`config.mk`:
```
export PLATFORM = sky130hd
export DESIGN_NAME = uart_doze_ctrl
export DESIGN_NICKNAME = d
export VERILOG_FILES = /design/src/rtl/doze_pkg.sv /design/src/rtl/doze_regs.sv /design/src/rtl/doze_activity.sv /design/src/rtl/doze_fsm.sv /design/src/rtl/uart_doze_ctrl.sv
export SDC_FILE = /design/constraint.sdc
export NUM_CORES = 1
export LEC_CHECK = 0
export BUFFER_PORTS_ARGS = -buffer_cell sky130_fd_sc_hd__buf_4
export CORE_ASPECT_RATIO = 0.75
export CORE_UTILIZATION = 50
export CTS_BUF_LIST = sky130_fd_sc_hd__clkbuf_8
export CTS_CLUSTER_SIZE = 30
export DETAILED_ROUTE_END_ITERATION = 8
export GPL_TIMING_DRIVEN = 0
export PLACE_DENSITY = 0.78
export SLEW_MARGIN = 20
export SYNTH_ARGS = -nofsm -noshare
export SYNTH_HDL_FRONTEND = slang
export SYNTH_SLANG_ARGS = --single-unit
```
`constraint.sdc`:
```
create_clock -name clk -period 1.4 [get_ports clk]
set_input_delay 0.28 -clock clk [delete_from_list [all_inputs] [get_ports clk]]
set_output_delay 0.28 -clock clk [all_outputs]
set_load 0.1 [all_outputs]
```
`src/rtl/doze_pkg.sv`:
```
package doze_pkg;

  typedef enum logic [1:0] {
    ADR_NONE = 2'd0,
    ADR_IEN  = 2'd1,
    ADR_EXT  = 2'd2,
    ADR_FMT  = 2'd3
  } doze_addr_e;

  // Falling edge between two samples of a line that idles high.
  function automatic logic start_seen(input logic prev, input logic now);
    return prev & ~now;
  endfunction

  // Merge a written byte with the old one: bits under mask are kept unless open.
  function automatic logic [7:0] guarded_merge(input logic [7:0] old_v,
                                               input logic [7:0] new_v,
                                               input logic [7:0] mask,
                                               input logic       open);
    return (new_v & ~mask) | ((open ? new_v : old_v) & mask);
  endfunction

endpackage

```
`src/rtl/doze_regs.sv`:
```
module doze_regs
  import doze_pkg::*;
#(
  parameter int unsigned DW   = 8,
  parameter logic [7:0]  KEY  = 8'hBF,
  parameter int unsigned SBIT = 4
) (
  input  logic          clk,
  input  logic          rst_n,
  input  logic          wr,
  input  logic [1:0]    addr,
  input  logic [DW-1:0] wdata,
  output logic [DW-1:0] rdata,
  output logic [DW-1:0] fmt_q,
  output logic [DW-1:0] ien_q,
  output logic [DW-1:0] ext_q,
  output logic          sleep_ok,
  output logic          key_open
);
  localparam logic [7:0] SMASK = 8'(1 << SBIT);

  assign key_open = (fmt_q == KEY);
  assign sleep_ok = ext_q[SBIT] & ien_q[SBIT];

  always_ff @(posedge clk or negedge rst_n) begin
    if (!rst_n) begin
      fmt_q <= '0;
      ien_q <= '0;
      ext_q <= '0;
    end else if (wr) begin
      case (doze_addr_e'(addr))
        ADR_IEN: ien_q <= guarded_merge(ien_q, wdata, SMASK, ext_q[SBIT]);
        ADR_EXT: if (key_open) ext_q <= wdata;
        ADR_FMT: fmt_q <= wdata;
        default: ;
      endcase
    end
  end

  always_comb begin
    case (doze_addr_e'(addr))
      ADR_IEN: rdata = ien_q;
      ADR_EXT: rdata = key_open ? ext_q : '0;
      ADR_FMT: rdata = fmt_q;
      default: rdata = '0;
    endcase
  end
endmodule

```
`src/rtl/doze_activity.sv`:
```
module doze_activity
  import doze_pkg::*;
#(
  parameter int unsigned MW = 4
) (
  input  logic          clk,
  input  logic          rst_n,
  input  logic          rx_line,
  input  logic [MW-1:0] modem_n,
  input  logic          txf_wr,
  output logic          rx_start,
  output logic          modem_chg,
  output logic          wake_evt
);
  logic          rx_q;
  logic [MW-1:0] mod_q;
  logic [MW-1:0] mod_edge;

  always_ff @(posedge clk or negedge rst_n) begin
    if (!rst_n) begin
      rx_q  <= 1'b1;
      mod_q <= '1;
    end else begin
      rx_q  <= rx_line;
      mod_q <= modem_n;
    end
  end

  for (genvar i = 0; i < MW; i++) begin : g_edge
    assign mod_edge[i] = mod_q[i] ^ modem_n[i];
  end

  assign rx_start  = start_seen(rx_q, rx_line);
  assign modem_chg = |mod_edge;
  assign wake_evt  = rx_start | modem_chg | txf_wr;
endmodule

```
`src/rtl/doze_fsm.sv`:
```
module doze_fsm (
  input  logic clk,
  input  logic rst_n,
  input  logic sleep_ok,
  input  logic irq_pend,
  input  logic tx_busy,
  input  logic rx_busy,
  input  logic wake_evt,
  output logic idle_ok,
  output logic asleep,
  output logic osc_en
);
  assign idle_ok = sleep_ok & ~irq_pend & ~tx_busy & ~rx_busy & ~wake_evt;

  always_ff @(posedge clk or negedge rst_n) begin
    if (!rst_n) asleep <= 1'b0;
    else        asleep <= idle_ok;
  end

  assign osc_en = ~asleep | wake_evt | irq_pend | ~sleep_ok;
endmodule

```
`src/rtl/uart_doze_ctrl.sv`:
```
module uart_doze_ctrl #(
  parameter int unsigned DATA_W  = 8,
  parameter int unsigned MODEM_W = 4,
  parameter logic [7:0]  KEY     = 8'hBF,
  parameter int unsigned SBIT    = 4
) (
  input  logic               clk,
  input  logic               rst_n,
  input  logic               cfg_wr,
  input  logic [1:0]         cfg_addr,
  input  logic [DATA_W-1:0]  cfg_wdata,
  output logic [DATA_W-1:0]  cfg_rdata,
  input  logic               irq_pend,
  input  logic               rx_line,
  input  logic [MODEM_W-1:0] modem_n,
  input  logic               txf_wr,
  input  logic               tx_busy,
  input  logic               rx_busy,
  output logic               osc_en,
  output logic               asleep
);
  logic [DATA_W-1:0] fmt_q, ien_q, ext_q;
  logic sleep_ok, key_open, rx_start, modem_chg, wake_evt, idle_ok;

  doze_regs #(.DW(DATA_W), .KEY(KEY), .SBIT(SBIT)) u_regs (
    .clk(clk), .rst_n(rst_n), .wr(cfg_wr), .addr(cfg_addr), .wdata(cfg_wdata),
    .rdata(cfg_rdata), .fmt_q(fmt_q), .ien_q(ien_q), .ext_q(ext_q),
    .sleep_ok(sleep_ok), .key_open(key_open)
  );

  doze_activity #(.MW(MODEM_W)) u_act (
    .clk(clk), .rst_n(rst_n), .rx_line(rx_line), .modem_n(modem_n),
    .txf_wr(txf_wr), .rx_start(rx_start), .modem_chg(modem_chg),
    .wake_evt(wake_evt)
  );

  doze_fsm u_fsm (
    .clk(clk), .rst_n(rst_n), .sleep_ok(sleep_ok), .irq_pend(irq_pend),
    .tx_busy(tx_busy), .rx_busy(rx_busy), .wake_evt(wake_evt),
    .idle_ok(idle_ok), .asleep(asleep), .osc_en(osc_en)
  );
endmodule

```
==> impl_metrics.env, run 1 <==
export IMPL_place_area_sq_mm=0.00182
export IMPL_hpwl_mm=2.14
export IMPL_cts_root_buf="clkbuf_8"
export IMPL_maxSlewViolCount=0
export IMPL_area_growth_pct=47.0
export IMPL_p_int_mw=1.67
export IMPL_path_buf_inv=2
export IMPL_synth_cell_area_sq_mm=0.00142
export IMPL_grt_pass1_wl_mm=4.83
export IMPL_grt_max_degree=31
export IMPL_cts_htree_levels=2
export IMPL_ys_seq_area_share_pct=53.2
export IMPL_clk_pin_slew_ns=0.06
export IMPL_start_kind="register"
export IMPL_yosysMostFrequentCell="dfrtp_1"
export IMPL_overflow=0
export IMPL_synth_ff_type="dfrtp_1"
export IMPL_hold_path_class="in2reg"
export IMPL_grt_pass1_vias=1021
export IMPL_ys_warn_count=0
export IMPL_vias=999
export IMPL_violations="negative setup slack"
export IMPL_switchingPower_uw=767
export IMPL_drive_gt1_share_pct=62.6
export IMPL_drt_iter0_markers=19
export IMPL_p_leak_nw=0.931
export IMPL_initial_core_util_pct=53.5
export IMPL_wirelength_mm=3.23
export IMPL_maxCapViolCount=0
export IMPL_p_comb_share_pct=28.8
export IMPL_cp_arrival_ns=1.77
export IMPL_finClkSkew_ns=0.00370
export IMPL_outcome="finished, violations left"
export IMPL_die_width_um=63.6
export IMPL_setup_violations=17
export IMPL_avgSynthCellArea_sq_um=12.9
export IMPL_cp_max_fo=5
export IMPL_fin_crit_sh_pct=146
export IMPL_antenna_found_initial=0
export IMPL_fin_area_sq_mm=0.00209
export IMPL_antenna_cells=0
export IMPL_worstRegToRegCells=4
export IMPL_die_area_sq_mm=0.00307
export IMPL_power_density_mw_per_mm2=1170
export IMPL_n_fill_cell=156
export IMPL_cp_cell_sequence="nand4_1 > or3_4 > buf_12 > o21ai_4 > buf_12"
export IMPL_synth_cells_most_frequent="dfrtp_1 (25), mux2_2 (24), nand2_1 (9)"
export IMPL_cts_sinks=30
export IMPL_crit_cells=5
export IMPL_worstSetupPathType="reg2out"
export IMPL_switching_share_pct=31.4
export IMPL_power_clock_fraction_pct=29.0
export IMPL_drc=0
export IMPL_min_period_ns=2.05
export IMPL_clk_latency_ns=0.29
export IMPL_core_area_sq_mm=0.00266
export IMPL_tns_ns=-7.05
export IMPL_crit_slowest_cell="or3_4"
export IMPL_cts_tree="yes"
export IMPL_std_cell_rows=16
export IMPL_dr_pass1_iters=4
export IMPL_synth_edf_count=0
export IMPL_synth_area_leader_cell="dfrtp_1"
export IMPL_peakVddDrop_uv=737
export IMPL_cp_required_ns=1.12
export IMPL_path_delay_family="simple AND/OR/NAND/NOR gates"
export IMPL_synth_ff_latch_count=30
export IMPL_vias_per_cell=5.23
export IMPL_clock_path_buffers=2
export IMPL_slowest_delay_ns=0.47
export IMPL_final_antenna_net_count=0
export IMPL_synthCells=110
export IMPL_synth_nets=132
export IMPL_post_drt_wl_per_cell_um=16.9
export IMPL_cp_common_cell="buf_12"
export IMPL_synthDistinctLibCells=23
export IMPL_hold_depth=1
export IMPL_rsz0062_at_grt="yes"
export IMPL_end_kind="output port"
export IMPL_synthTopCellsByArea="dfrtp_1 (44%), mux2_2 (19%), dfstp_2 (9.2%), mux2_4 (8.4%), nand2b_1 (3.5%)"
export IMPL_relSlewSlack_pct=65.3
export IMPL_synth_top_area_share_pct=43.9
export IMPL_layout_setup_ws_ns=-0.648
export IMPL_cts_buffers=5
export IMPL_report_final_hold_viol_count=0
export IMPL_tightest_slew_ns=0.520
export IMPL_grtUsageTotal_pct=22.9
export IMPL_io_buffers=30
export IMPL_place_gp_congestion=0.754
export IMPL_nets=176
export IMPL_ys_async_sr_fraction_pct=100
export IMPL_seqPwrFrac_pct=42.2
export IMPL_fmax_mhz=488
export IMPL_die_h_um=48.2
export IMPL_io_pins=32
==> cell type report <==
| class | count | area (sq um) | share of cell area (%) |
|---|---|---|---|
| buffer | 4 | 31.3 | 1.49 |
| clock inverter | 2 | 8.76 | 0.418 |
| clock buffer | 6 | 82.6 | 3.95 |
| sequential | 30 | 758 | 36.2 |
| tap | 36 | 45.0 | 2.15 |
| inverter | 2 | 7.51 | 0.359 |
| timing repair buffer | 38 | 413 | 19.7 |
| multi-input combinational | 73 | 747 | 35.7 |
==> flip-flops by register name, summed over array words and instances (netlist names), named ones only <==
register / count
u_regs.fmt_q: 8
u_act.mod_q: 4
u_fsm.asleep: 1
u_regs.ext_q: 8
u_regs.ien_q: 7
u_act.rx_q: 1
==> power by group through the flow <==
stage	clock network (mW)	registers, mW	logic (mW)
after global routing	0.782	1.04	0.735
after CTS	0.717	1.03	0.704
final	0.708	1.03	0.703
after global placement	0	1.03	0.581
after detailed placement	0	1.04	0.596
after floorplan	0	1.02	0.452
==> routing by layer <==
layer / share of wire, % / global-route usage [%] / vias up
li1: - / - / 473
met4: 0.71 / 6.82 / 0
met5: 0 / 0 / -
met3: 4.8 / 10.3 / 2
met2: 51 / 40.2 / 22
met1: 44 / 26.2 / 502
==> worst paths after layout <==
check / startpoint / to / slack [ns]
worst min register to register: u_regs.ien_q[6] / u_regs.ien_q[6] / 0.51
worst max-delay path: u_regs.fmt_q[5] / cfg_rdata[0] / -0.65
worst min-delay path: modem_n[3] / u_act.mod_q[3] / 0.11
worst max register to register: u_regs.fmt_q[5] / u_regs.ext_q[2] / -0.20
min in group asynchronous: rst_n / u_regs.ien_q[1] / 0.46
max in group asynchronous: rst_n / u_act.rx_q / 0.62
==> cell families (layout without fill, tap and decap cells) <==
family | Yosys count | count (layout) | share of synthesized area (%)
xor gates and xnor gates | 4 | 4 | 2.46
buffers and inverters | 7 | 52 | 2.99
muxes | 32 | 32 | 27.4
AOI/OAI and AO/OA | 9 | 9 | 3.60
and+or+nand+nor | 28 | 28 | 10.4
DFF | 30 | 30 | 53.2
==> cell usage in the layout, fill, tap and decap left out, types with 5 or more instances in the layout <==
cell,netlist,layout
mux2_2,24,24
buf_4,0,27
o21ai_4,0,7
nand2_1,9,9
mux2_4,8,8
dfrtp_1,25,24
dfstp_2,5,5
nand2b_1,8,8
clkbuf_8,0,6
buf_12,0,10
==> worst register-to-register path, delay by kind of cell, from the launching register on <==
| kind | cells | cell delay (ns) |
|---|---|---|
| and+or+nand+nor | 2 | 0.64 |
| DFF | 1 | 0.37 |
| buffers and inverters | 1 | 0.18 |
| muxes | 1 | 0.30 |
==> stage by stage <==
stage | hold slack (ns) | worst slack, ns | power (mW) | std cells | utilization [%]
CTS | 0.105 | -0.667 | 2.45 | 189 | 78.2
global route | 0.0900 | -0.724 | 2.56 | 191 | 78.6
floorplan | -0.0156 | -0.731 | 1.47 | 110 | -
detailed placement | 0.226 | -0.477 | 1.64 | 176 | 68.5
finish | 0.109 | -0.648 | 2.44 | 191 | 78.6
global placement | 0.221 | -0.461 | 1.62 | 176 | 68.5
==> repair_timing <==
action	4_1_cts	5_1_grt
hold buffers	1	0
buffers inserted	4	3
pin swaps	5	3
hold endpoints to repair	25	0
gates resized for setup	29	0
endpoints found under the setup margin	18	17
Power figures use the tool's default switching activity.
==> inputs of run 2 (changes only) <==
--- a/config.mk
+++ b/config.mk
@@ -5,7 +5,7 @@
 export SDC_FILE = /design/constraint.sdc
 export NUM_CORES = 1
 export LEC_CHECK = 0
-export BUFFER_PORTS_ARGS = -buffer_cell sky130_fd_sc_hd__buf_4
+export BUFFER_PORTS_ARGS = -buffer_cell sky130_fd_sc_hd__buf_2
 export CORE_ASPECT_RATIO = 0.75
 export CORE_UTILIZATION = 50
 export CTS_BUF_LIST = sky130_fd_sc_hd__clkbuf_8
==> run 2 against run 1 <==
The flow still finishes with violations (negative setup slack). Non-clock buffer count rose by 3. Clock-buffer cell count fell by 1. Worst hold slack got worse by 0.085 ns. Critical path depth did not move. Combinational power rose by 0.9%. Setup slack got worse by 0.019 ns. Final cell count rose by 1.6%. Global-route usage rose by 0.22 points. First-iteration DRC count fell by 21%. Clock skew rose by 0.0039 ns. Via count rose by 3.0%. Sequential cell count did not move.
==> impl_metrics.env, run 2 (same netlist as run 1, synthesis figures left out) <==
export IMPL_outcome="finished, violations left"
export IMPL_violations="negative setup slack"
export IMPL_layout_setup_ws_ns=-0.667
export IMPL_fmax_mhz=484
export IMPL_io_pins=32
export IMPL_die_h_um=48.2
export IMPL_reg_largest_list="u_regs.ext_q: 8 flops, u_regs.fmt_q: 8 flops, u_regs.ien_q: 7 flops"
export IMPL_place_inst=176
export IMPL_drt_iter0_markers=15
export IMPL_core_area_sq_mm=0.00266
export IMPL_final_antenna_net_count=0
export IMPL_clock_path_buffers=2
export IMPL_relSlewSlack_pct=56.3
export IMPL_maxSlewViolCount=0
export IMPL_final_cells=194
export IMPL_slowest_delay_ns=0.50
export IMPL_end_kind="output port"
export IMPL_grt_pass1_wl_mm=5.04
export IMPL_min_period_ns=2.07
export IMPL_cp_max_fo=8
export IMPL_nets=179
export IMPL_grtUsageTotal_pct=23.1
export IMPL_antenna_cells=0
export IMPL_vias_per_cell=5.30
export IMPL_overflow=0
export IMPL_drive_gt1_share_pct=62.7
export IMPL_io_buffers=30
export IMPL_power_density_mw_per_mm2=1160
export IMPL_cts_htree_levels=2
export IMPL_hpwl_mm=2.11
export IMPL_n_fill_cell=156
export IMPL_clk_pin_slew_ns=0.06
export IMPL_hold_path_class="in2async"
export IMPL_p_leak_nw=0.919
export IMPL_layout_common_cells="mux2_2 (24), dfrtp_1 (24), buf_2 (21)"
export IMPL_antenna_found_initial=0
export IMPL_fin_crit_sh_pct=148
export IMPL_dr_pass1_iters=4
export IMPL_finalPower_mw=2.37
export IMPL_wirelength_mm=3.15
export IMPL_cp_required_ns=1.12
export IMPL_setup_violations=17
export IMPL_start_kind="register"
export IMPL_finClkSkew_ns=0.00760
export IMPL_cp_arrival_ns=1.79
export IMPL_whs_ns=0.0238
export IMPL_path_buf_inv=2
export IMPL_clk_latency_ns=0.28
export IMPL_hold_buffers=0
export IMPL_crit_slowest_cell="or3_4"
export IMPL_cts_root_buf="clkbuf_8"
export IMPL_peakVddDrop_uv=720
export IMPL_std_cell_rows=16
export IMPL_dp_slack_ns=-0.619
export IMPL_die_width_um=63.6
export IMPL_cp_cell_sequence="nand4_1 > or3_4 > buf_4 > o21ai_4 > buf_12"
export IMPL_report_final_hold_viol_count=0
export IMPL_tightest_slew_ns=0.656
export IMPL_die_area_sq_mm=0.00307
export IMPL_vias=1029
export IMPL_worstSetupPathType="reg2out"
export IMPL_place_gp_congestion=0.738
export IMPL_post_drt_wl_per_cell_um=16.3
export IMPL_area_growth_pct=43.8
export IMPL_path_delay_family="simple AND/OR/NAND/NOR gates"
export IMPL_rsz0062_at_grt="yes"
export IMPL_cts_tree="yes"
export IMPL_multi_input_area_sq_um=756
export IMPL_cts_buffers=5
export IMPL_maxCapViolCount=0
export IMPL_grt_max_degree=31
export IMPL_grt_pass1_vias=1082
export IMPL_drc=0
export IMPL_initial_core_util_pct=53.5
export IMPL_cts_sinks=30
export IMPL_regArea_sq_um=758
run 2: through the flow:
| stage | cell area, sq um | TNS (ns) | utilization, % |
|---|---|---|---|
| detailed placement | 1750 | -8.11 | 65.6 |
| CTS | 2020 | -7.07 | 75.9 |
| finish | 2050 | -7.77 | 76.9 |
| global route | 2050 | -8.65 | 76.9 |
| floorplan | 1550 | -4.59 | - |
| global placement | 1750 | -7.58 | 65.6 |
run 2: worst paths after layout:
check                                  end  cells past startpoint       startpoint  slack, ns
setup / recovery              cfg_rdata[7]                      5  u_regs.fmt_q[7]      -0.67
min in group clk            u_act.mod_q[3]                      1       modem_n[3]       0.11
max in group asynchronous     u_fsm.asleep                      1            rst_n       0.92
hold / removal             u_regs.ien_q[7]                      1            rst_n       0.02
hold reg to reg            u_regs.ien_q[1]                      1  u_regs.ien_q[1]       0.51
setup reg to reg           u_regs.ext_q[3]                      4  u_regs.fmt_q[1]      -0.29
run 2: final cells by class:
class / instances / area share (%)
Multi-Input combinational cell: 73 / 36.9
Clock inverter: 3 / 0.550
Clock buffer: 5 / 3.36
Sequential cell: 30 / 37.0
Inverter: 2 / 0.367
Tap cell: 36 / 2.20
Buffer: 4 / 1.53
Timing Repair Buffer: 41 / 18.0
run 2: layer usage:
metal  track usage (%)  vias to the layer above  routed length (um)
met3              7.01                        5                 154
li1                  -                      482                   -
met1              28.6                      513                1350
met2              39.1                       29                1600
met4              10.0                        0                  48
met5                 0                        -                   0
run 2: timing repair:
action | CTS | global route
gates resized for setup | 38 | 2
endpoints found under the setup margin | 18 | 18
pin swaps | 3 | 5
buffers inserted | 5 | 6
gates cloned | 0 | 0
run 2: report_power, final:
group | switching (mW) | internal, mW
Clock | 0.305 | 0.330
Sequential | 0.0574 | 0.969
Combinational | 0.396 | 0.313
Total | 0.759 | 1.61
==> inputs of run 3 (changes only) <==
--- a/config.mk
+++ b/config.mk
@@ -11,7 +11,6 @@
 export CTS_BUF_LIST = sky130_fd_sc_hd__clkbuf_8
 export CTS_CLUSTER_SIZE = 30
 export DETAILED_ROUTE_END_ITERATION = 8
-export GPL_TIMING_DRIVEN = 0
 export PLACE_DENSITY = 0.78
 export SLEW_MARGIN = 20
 export SYNTH_ARGS = -nofsm -noshare
==> constraint.sdc (replaced) <==
create_clock -name clk -period 1.4 [get_ports clk]
set_input_delay 0.28 -clock clk [delete_from_list [all_inputs] [get_ports clk]]
set_output_delay 0.28 -clock clk [all_outputs]
set_load 0.05 [all_outputs]
==> run 3 against run 2 <==
The run ends with negative hold slack, negative setup slack left. Critical path depth stayed put. Utilization decreased by 0.28 points. Final cell count grew 5.2%.
==> impl_metrics.env, run 3 (same netlist as run 1, synthesis figures left out) <==
export IMPL_maxCapViolCount=0
export IMPL_drt_iter0_markers=47
export IMPL_regArea_sq_um=757
export IMPL_fmax_mhz=503
export IMPL_setup_violations=17
export IMPL_die_h_um=48.2
export IMPL_peakVddDrop_uv=948
export IMPL_whs_ns=-0.00509
export IMPL_drc=0
export IMPL_drive_gt1_share_pct=66.1
export IMPL_outcome="finished, violations left"
export IMPL_seqPwrFrac_pct=44.4
export IMPL_cp_max_fo=3
export IMPL_vias=1059
export IMPL_std_cell_rows=16
export IMPL_io_buffers=31
export IMPL_post_drt_wl_per_cell_um=15.3
export IMPL_die_width_um=63.6
export IMPL_cp_required_ns=1.12
export IMPL_n_fill_cell=162
export IMPL_hpwl_mm=2.13
export IMPL_antenna_found_initial=0
export IMPL_fin_crit_sh_pct=142
export IMPL_min_period_ns=1.99
export IMPL_p_comb_share_pct=25.3
export IMPL_layout_common_cells="dfrtp_1 (25), mux2_2 (24), buf_2 (22)"
export IMPL_overflow=0
export IMPL_p_int_mw=1.65
export IMPL_report_final_hold_viol_count=2
export IMPL_hold_path_class="in2async"
export IMPL_violations="negative hold slack, negative setup slack"
export IMPL_tightest_slew_ns=0.392
export IMPL_dp_slack_ns=-0.422
export IMPL_cts_htree_levels=2
export IMPL_antenna_cells=0
export IMPL_switchingPower_uw=646
export IMPL_p_leak_nw=0.957
export IMPL_multi_input_area_sq_um=733
export IMPL_clk_latency_ns=0.28
export IMPL_cts_root_buf="clkbuf_8"
export IMPL_maxSlewViolCount=0
export IMPL_rsz0062_at_grt="yes"
export IMPL_cts_tree="yes"
export IMPL_start_kind="register"
export IMPL_reg_largest_list="u_regs.ext_q: 8 flops, u_regs.fmt_q: 8 flops, u_regs.ien_q: 7 flops"
export IMPL_end_kind="output port"
export IMPL_clock_path_buffers=2
export IMPL_power_density_mw_per_mm2=1130
export IMPL_final_antenna_net_count=0
export IMPL_initial_core_util_pct=53.5
export IMPL_switching_share_pct=28.1
export IMPL_layout_setup_ws_ns=-0.588
export IMPL_die_area_sq_mm=0.00307
export IMPL_finClkSkew_ns=0.0101
export IMPL_hold_buffers=0
export IMPL_wirelength_mm=3.13
export IMPL_area_growth_pct=43.2
export IMPL_grt_pass1_vias=1051
export IMPL_nets=189
export IMPL_cp_arrival_ns=1.71
export IMPL_grt_max_degree=31
export IMPL_relSlewSlack_pct=73.9
export IMPL_dr_pass1_iters=4
export IMPL_final_common_cell="dfrtp_1"
export IMPL_clk_pin_slew_ns=0.07
export IMPL_worstSetupPathType="reg2out"
export IMPL_grt_pass1_wl_mm=4.91
export IMPL_core_area_sq_mm=0.00266
export IMPL_cts_sinks=30
export IMPL_cts_buffers=5
export IMPL_power_clock_fraction_pct=30.3
export IMPL_place_gp_congestion=0.776
export IMPL_grtUsageTotal_pct=22.1
export IMPL_finalPower_mw=2.30
export IMPL_vias_per_cell=5.19
export IMPL_io_pins=32
[run 3: timing repair]
item | CTS | global route
endpoints found under the setup margin | 17 | 17
setup buffers | 1 | 1
resized for setup | 24 | 6
pin swaps | 11 | 4
cloned | 0 | 0
[run 3: layout make-up]
type	count	area share, %
Clock buffer	6	4.05
Timing Repair Buffer	55	19.9
Tap cell	36	2.21
Sequential cell	30	37.1
Clock inverter	2	0.368
Inverter	2	0.368
Multi-Input combinational cell	73	36.0
[run 3: critical path: stages (launching register included)]
cell and delay (ns):
dfrtp_1 0.36, nand4_1 0.16, or3_4 0.44, buf_6 0.15, o21ai_4 0.13, buf_6 0.17
[run 3: stage by stage]
stage               utilization, %  hold WS [ns]  TNS [ns]  std cells  cell area, sq um
floorplan                        -       -0.0156     -3.40        110              1490
global placement              67.9         0.306     -4.82        194              1810
detailed placement            67.9         0.311     -5.20        194              1810
CTS                           74.8       0.00373     -6.84        203              1990
global route                  76.6        0.0221     -8.19        204              2040
finish                        76.6      -0.00509     -7.45        204              2040
[run 3: power groups by stage]
| stage | registers [mW] | logic, mW | clock network (mW) |
|---|---|---|---|
| finish | 1.02 | 0.580 | 0.697 |
| CTS | 1.02 | 0.558 | 0.715 |
| floorplan | 1.02 | 0.315 | 0 |
| detailed placement | 1.03 | 0.495 | 0 |
| global route | 1.03 | 0.619 | 0.751 |
| global placement | 1.03 | 0.484 | 0 |
[run 3: metal layers]
layer	up-vias	routed length (um)	GRT usage (%)
met4	0	23	9.55
met5	-	0	0
met1	531	1460	28.9
met3	5	120	5.61
li1	498	-	-
met2	25	1520	36.4
[run 3: final timing paths]
check                                     start               to  slack (ns)  cells after the start
worst max-delay path            u_regs.fmt_q[5]     cfg_rdata[0]       -0.59                      5
worst min-delay path                      rst_n  u_regs.ext_q[7]      -0.005                      2
worst max register to register  u_regs.fmt_q[6]  u_regs.ext_q[2]       -0.33                      4
worst min register to register  u_regs.ien_q[5]  u_regs.ien_q[5]        0.50                      1
max in group asynchronous                 rst_n   u_act.mod_q[3]        1.07                      2
min in group clk                        rx_line       u_act.rx_q        0.12                      1
